$ cat src/rtl/fp23_pkg.sv
package fp23_pkg;
  localparam int unsigned FP_EXP_W  = 6;
  localparam int unsigned FP_FRAC_W = 16;
  localparam int unsigned FP_WORD_W = 1 + FP_EXP_W + FP_FRAC_W;
endpackage

$ cat src/rtl/fp23_prenorm.sv
module fp23_prenorm #(
  parameter int unsigned EXP_W  = 6,
  parameter int unsigned FRAC_W = 16,
  localparam int unsigned WW    = 1 + EXP_W + FRAC_W,
  localparam int unsigned MW    = FRAC_W + 1
) (
  input  logic [WW-1:0]    a,
  input  logic [WW-1:0]    b,
  input  logic             op_sub,
  output logic [EXP_W-1:0] exp_big,
  output logic [MW-1:0]    mant_big,
  output logic [MW-1:0]    mant_small,
  output logic             sign_res,
  output logic             eff_sub
);
  logic             sa, sb, za, zb, a_ge;
  logic [EXP_W-1:0] ea, eb, e_sm, diff;
  logic [MW-1:0]    ma, mb, m_sm;
  logic [WW-2:0]    ka, kb;

  always_comb begin
    sa = a[WW-1];
    sb = b[WW-1] ^ op_sub;
    ea = a[WW-2 -: EXP_W];
    eb = b[WW-2 -: EXP_W];
    za = (ea == '0);
    zb = (eb == '0);
    ma = za ? '0 : {1'b1, a[FRAC_W-1:0]};
    mb = zb ? '0 : {1'b1, b[FRAC_W-1:0]};
    ka = za ? '0 : a[WW-2:0];
    kb = zb ? '0 : b[WW-2:0];
    a_ge = (ka >= kb);
    eff_sub  = sa ^ sb;
    sign_res = a_ge ? sa : sb;
    exp_big  = a_ge ? ea : eb;
    e_sm     = a_ge ? eb : ea;
    mant_big = a_ge ? ma : mb;
    m_sm     = a_ge ? mb : ma;
    diff     = exp_big - e_sm;
    if (int'(diff) >= MW) mant_small = '0;
    else                  mant_small = m_sm >> diff;
  end
endmodule

$ cat src/rtl/fp23_mant_addsub.sv
module fp23_mant_addsub #(
  parameter int unsigned MW = 17
) (
  input  logic [MW-1:0] mant_big,
  input  logic [MW-1:0] mant_small,
  input  logic          eff_sub,
  output logic [MW:0]   sum
);
  always_comb begin
    if (eff_sub) sum = {1'b0, mant_big} - {1'b0, mant_small};
    else         sum = {1'b0, mant_big} + {1'b0, mant_small};
  end
endmodule

$ cat src/rtl/fp23_postnorm.sv
module fp23_postnorm #(
  parameter int unsigned EXP_W  = 6,
  parameter int unsigned FRAC_W = 16,
  localparam int unsigned WW    = 1 + EXP_W + FRAC_W,
  localparam int unsigned MW    = FRAC_W + 1,
  localparam int unsigned LZW   = $clog2(MW + 1),
  localparam int unsigned XW    = EXP_W + 2,
  localparam int unsigned EMAX  = (1 << EXP_W) - 1
) (
  input  logic [MW:0]      sum,
  input  logic [EXP_W-1:0] exp_in,
  input  logic             sign_in,
  output logic [WW-1:0]    word
);
  logic [LZW-1:0] lz;
  logic           found;
  logic [XW-1:0]  e_x, e_up, e_dn, lz_x;
  logic [MW-1:0]  norm;

  always_comb begin
    lz    = '0;
    found = 1'b0;
    for (int i = MW - 1; i >= 0; i--) begin
      if (!found) begin
        if (sum[i]) found = 1'b1;
        else        lz    = lz + LZW'(1);
      end
    end
  end

  always_comb begin
    e_x  = XW'(exp_in);
    lz_x = XW'(lz);
    e_up = e_x + XW'(1);
    e_dn = e_x - lz_x;
    norm = sum[MW-1:0] << lz;
    if (sum == '0) begin
      word = '0;
    end else if (sum[MW]) begin
      if (e_up > XW'(EMAX)) word = {sign_in, {EXP_W{1'b1}}, {FRAC_W{1'b1}}};
      else                  word = {sign_in, e_up[EXP_W-1:0], sum[FRAC_W:1]};
    end else if (e_x <= lz_x) begin
      word = '0;
    end else begin
      word = {sign_in, e_dn[EXP_W-1:0], norm[FRAC_W-1:0]};
    end
  end
endmodule

$ cat src/rtl/fp23_addsub.sv
module fp23_addsub #(
  parameter int unsigned EXP_W  = fp23_pkg::FP_EXP_W,
  parameter int unsigned FRAC_W = fp23_pkg::FP_FRAC_W,
  localparam int unsigned WW    = 1 + EXP_W + FRAC_W,
  localparam int unsigned MW    = FRAC_W + 1
) (
  input  logic          clk,
  input  logic          rst,
  input  logic          in_valid,
  input  logic          op_sub,
  input  logic [WW-1:0] opnd_a,
  input  logic [WW-1:0] opnd_b,
  output logic          out_valid,
  output logic [WW-1:0] result
);
  logic [EXP_W-1:0] exp_big;
  logic [MW-1:0]    mant_big, mant_small;
  logic             sign_res, eff_sub;
  logic [MW:0]      sum;
  logic [WW-1:0]    word;

  fp23_prenorm #(.EXP_W(EXP_W), .FRAC_W(FRAC_W)) u_pre (
    .a(opnd_a), .b(opnd_b), .op_sub(op_sub),
    .exp_big(exp_big), .mant_big(mant_big), .mant_small(mant_small),
    .sign_res(sign_res), .eff_sub(eff_sub)
  );

  fp23_mant_addsub #(.MW(MW)) u_add (
    .mant_big(mant_big), .mant_small(mant_small), .eff_sub(eff_sub), .sum(sum)
  );

  fp23_postnorm #(.EXP_W(EXP_W), .FRAC_W(FRAC_W)) u_post (
    .sum(sum), .exp_in(exp_big), .sign_in(sign_res), .word(word)
  );

  always_ff @(posedge clk) begin
    if (rst) begin
      out_valid <= 1'b0;
      result    <= '0;
    end else begin
      out_valid <= in_valid;
      if (in_valid) result <= word;
    end
  end
endmodule

$ cat config.mk
export PLATFORM = sky130hd
export DESIGN_NAME = fp23_addsub
export DESIGN_NICKNAME = d
export VERILOG_FILES = /design/src/rtl/fp23_pkg.sv /design/src/rtl/fp23_prenorm.sv /design/src/rtl/fp23_mant_addsub.sv /design/src/rtl/fp23_postnorm.sv /design/src/rtl/fp23_addsub.sv
export SDC_FILE = /design/constraint.sdc
export NUM_CORES = 1
export LEC_CHECK = 0
export ABC_CLOCK_PERIOD_IN_PS = 46300
export BUFFER_PORTS_ARGS = -buffer_cell sky130_fd_sc_hd__buf_2
export CORE_MARGIN = 1.5
export CORE_UTILIZATION = 45
export DETAILED_ROUTE_END_ITERATION = 8
export REMOVE_ABC_BUFFERS = 1
export SLEW_MARGIN = 20
export SYNTH_ARGS = -nofsm -noshare
export SYNTH_HDL_FRONTEND = slang
export SYNTH_HIERARCHICAL = 1
export SYNTH_SLANG_ARGS = --single-unit
$ cat constraint.sdc
create_clock -name clk -period 46.3 [get_ports clk]
set_input_delay 4.63 -clock clk [delete_from_list [all_inputs] [get_ports clk]]
set_output_delay 4.63 -clock clk [all_outputs]
set_load 0.01 [all_outputs]
==> impl_results.md <==
- CORE AREA: 17200 um^2
- Remaining antenna violation count: 0
- Hold Path Class: register to register
- Endpoints failing setup: 0
- Worst hold start: result[18]
- Diode count: 0
- Clock Tree Root: clkbuf_16
- Worst skew pair latency: 0.25 ns
- RSZ-0062 raised after global routing: false
- Flops & latches, synth: 24
- Final period util: 0.501
- Layout area overhead: 5.87%
- # hold bufs at CTS: 0
- Cell with the most instances after synthesis: nand2_1
- Port bufs: 73
- CTS tree: built
- Most used cell, CP: ha_1
- Die X: 136 um
- Clock buffer depth: 2
- Number of synthesized flops with an enable pin: 0
- CTS H-tree depth: 1
- Max-slew violations: 0
- Synth top cells by count: 130 x nand2_1, 123 x nor2_1, 78 x a21oi_1
- Vias in the first global route: 7627
- Unique masters post-synth: 101
- Slowest cell on the critical path: mux2i_2
- FMAX: 43.1 MHz
- Crit path launch: opnd_a[17]
- Synth Instances: 1137
- Crit path kind: input port to register
- # IOs: 74
- Ys flop type: dfxtp_1
- Dpl cells: 1370
- Clk sinks: 24
- Global route total overflow: 0
- First-pass GRT wire length: 38300 um
- Setup TNS: 0 ns
- DP Area: 8310 um^2
- Slew margin rel.: 0.316
- Total Wirelength: 23800 um
- Synth area leader: ha_1
- Hpwl dp: 18900 um
- DIE AREA: 18400 um^2
- Setup slack, reg-to-reg: 45.68 ns
- Vias per cell: 6.16
- DIE HEIGHT: 136 um
- Post-layout min period: 23.19 ns
- Status: completed
- FF/Latch Area: 480 um^2
- 1st-iter DRT viols: 606
- Initial Util: 0.460
- WL/cell: 17.4 um
- Synth warn: 6
- Clk slew on worst S/H paths: 0.06 ns
- Worst hold endpoint: result[18]
- CTS Buf Count: 3
- Critical Path AT: 23.32 ns
- FP Rows: 48
- Max-Cap Viols: 0
- Synth top area share: 0.0946
- Worst-Margin Slew: 1.02 ns
- Setup Fix Bufs, Post-CTS: 0
- CP Max Fanout: 47
- Worst r2r src: result[15]
- Final Skew: 0 ns
- Drt first pass iters: 8
- Area of the multi-input gates: 6930 um^2
- Ys async rst share: 0
- Largest net degree at the start of global routing: 48
- R2R cell count: 2
- Post-Syn Area: 7940 um^2
- Worst Hold Depth: 2
- Synth top area cells: ha_1 9.5%, mux2i_1 7.3%, nand2_1 6.1%, dfxtp_1 6.1%, nor2_1 5.8%
- Final net count: 1262
- Post_cts resized: 0
- Drt drc: 0
- Antenna violations before repair: 0
- RePlAce Congestion: 0.901
- Share of layout cells above drive strength 1: 0.155
- Startpoint Class: input port
- GR Util All Layers: 0.253
- Crit. End Element: register
- Layout fillers: 1771
- Required @ worst endpoint: 46.43 ns
- Sequential share of the synthesized area: 0.0605
- Final Cell Area: 8400 um^2
- Fin cells: 1374
- Fin Hold WS: 0.493 ns
- Final hold vios: 0
- Slowest Stage Delay on Critical Path: 0.69 ns
- Syn Area/Cell: 6.98 um^2
- Total number of vias: 8462
- Crit Reg-Reg Endpoint: result[15]
[worst max path at each step]
stage | depth (start not counted) | slack (ns) | end
2_1_floorplan | 81 | 24.37 | result[3]
3_3_place_gp | 82 | 23.56 | result[2]
3_5_place_dp | 80 | 23.10 | result[1]
4_1_cts | 80 | 23.36 | result[1]
5_1_grt | 80 | 21.45 | result[1]
6_report | 82 | 23.11 | result[1]
[layout by cell type (no fill, tap or decap), drive strengths merged, types with 36 or more instances in the layout]
cell type / count
xnor2: 49
mux2i: 59
nor3: 36
nand2: 133
o21ai: 80
ha: 60
nor2: 127
inv: 42
a21oi: 80
buf: 85
[per-layer routing]
| layer | global-route usage | up-vias | share of wire |
|---|---|---|---|
| li1 | - | 4197 | - |
| met1 | 0.341 | 3966 | 0.46 |
| met2 | 0.442 | 259 | 0.48 |
| met3 | 0.0153 | 40 | 0.038 |
| met4 | 0.0562 | 0 | 0.024 |
| met5 | 0 | - | 0 |
[logic make-up after synthesis]
kind of cell | share of synthesized area
DFF | 0.0605
muxes | 0.123
and+or+nand+nor | 0.287
buffers and inverters | 0.0691
adders and majority gates | 0.105
AOI/OAI and AO/OA | 0.270
xor gates and xnor gates | 0.0856
[critical path: cells and delay by family]
kind | cells | cell delay [ns]
and+or+nand+nor | 31 | 6.35
adders and majority gates | 15 | 4.67
AOI/OAI and AO/OA | 24 | 4.61
muxes | 4 | 1.08
buffers and inverters | 5 | 1.06
xor gates and xnor gates | 3 | 0.89
[stage by stage]
stage | util | setup slack, ns
floorplan | - | 24.37
global placement | 0.482 | 23.56
detailed placement | 0.482 | 23.10
CTS | 0.487 | 23.36
global route | 0.487 | 21.45
finish | 0.487 | 23.11
[sequential cells by signal (all words and copies together) (netlist names)]
signal and count:
out_valid 1, result 23
[cell type report]
class,instances,area share
inverter,43,0.0192
sequential,24,0.0572
multi-input combinational,993,0.825
timing repair buffer,85,0.0542
tap,225,0.0335
clock buffer,4,0.0106
Power is left out: the tool's default activity adds up to more than one toggle a clock period on the data nets, which glitch-free logic cannot reach.
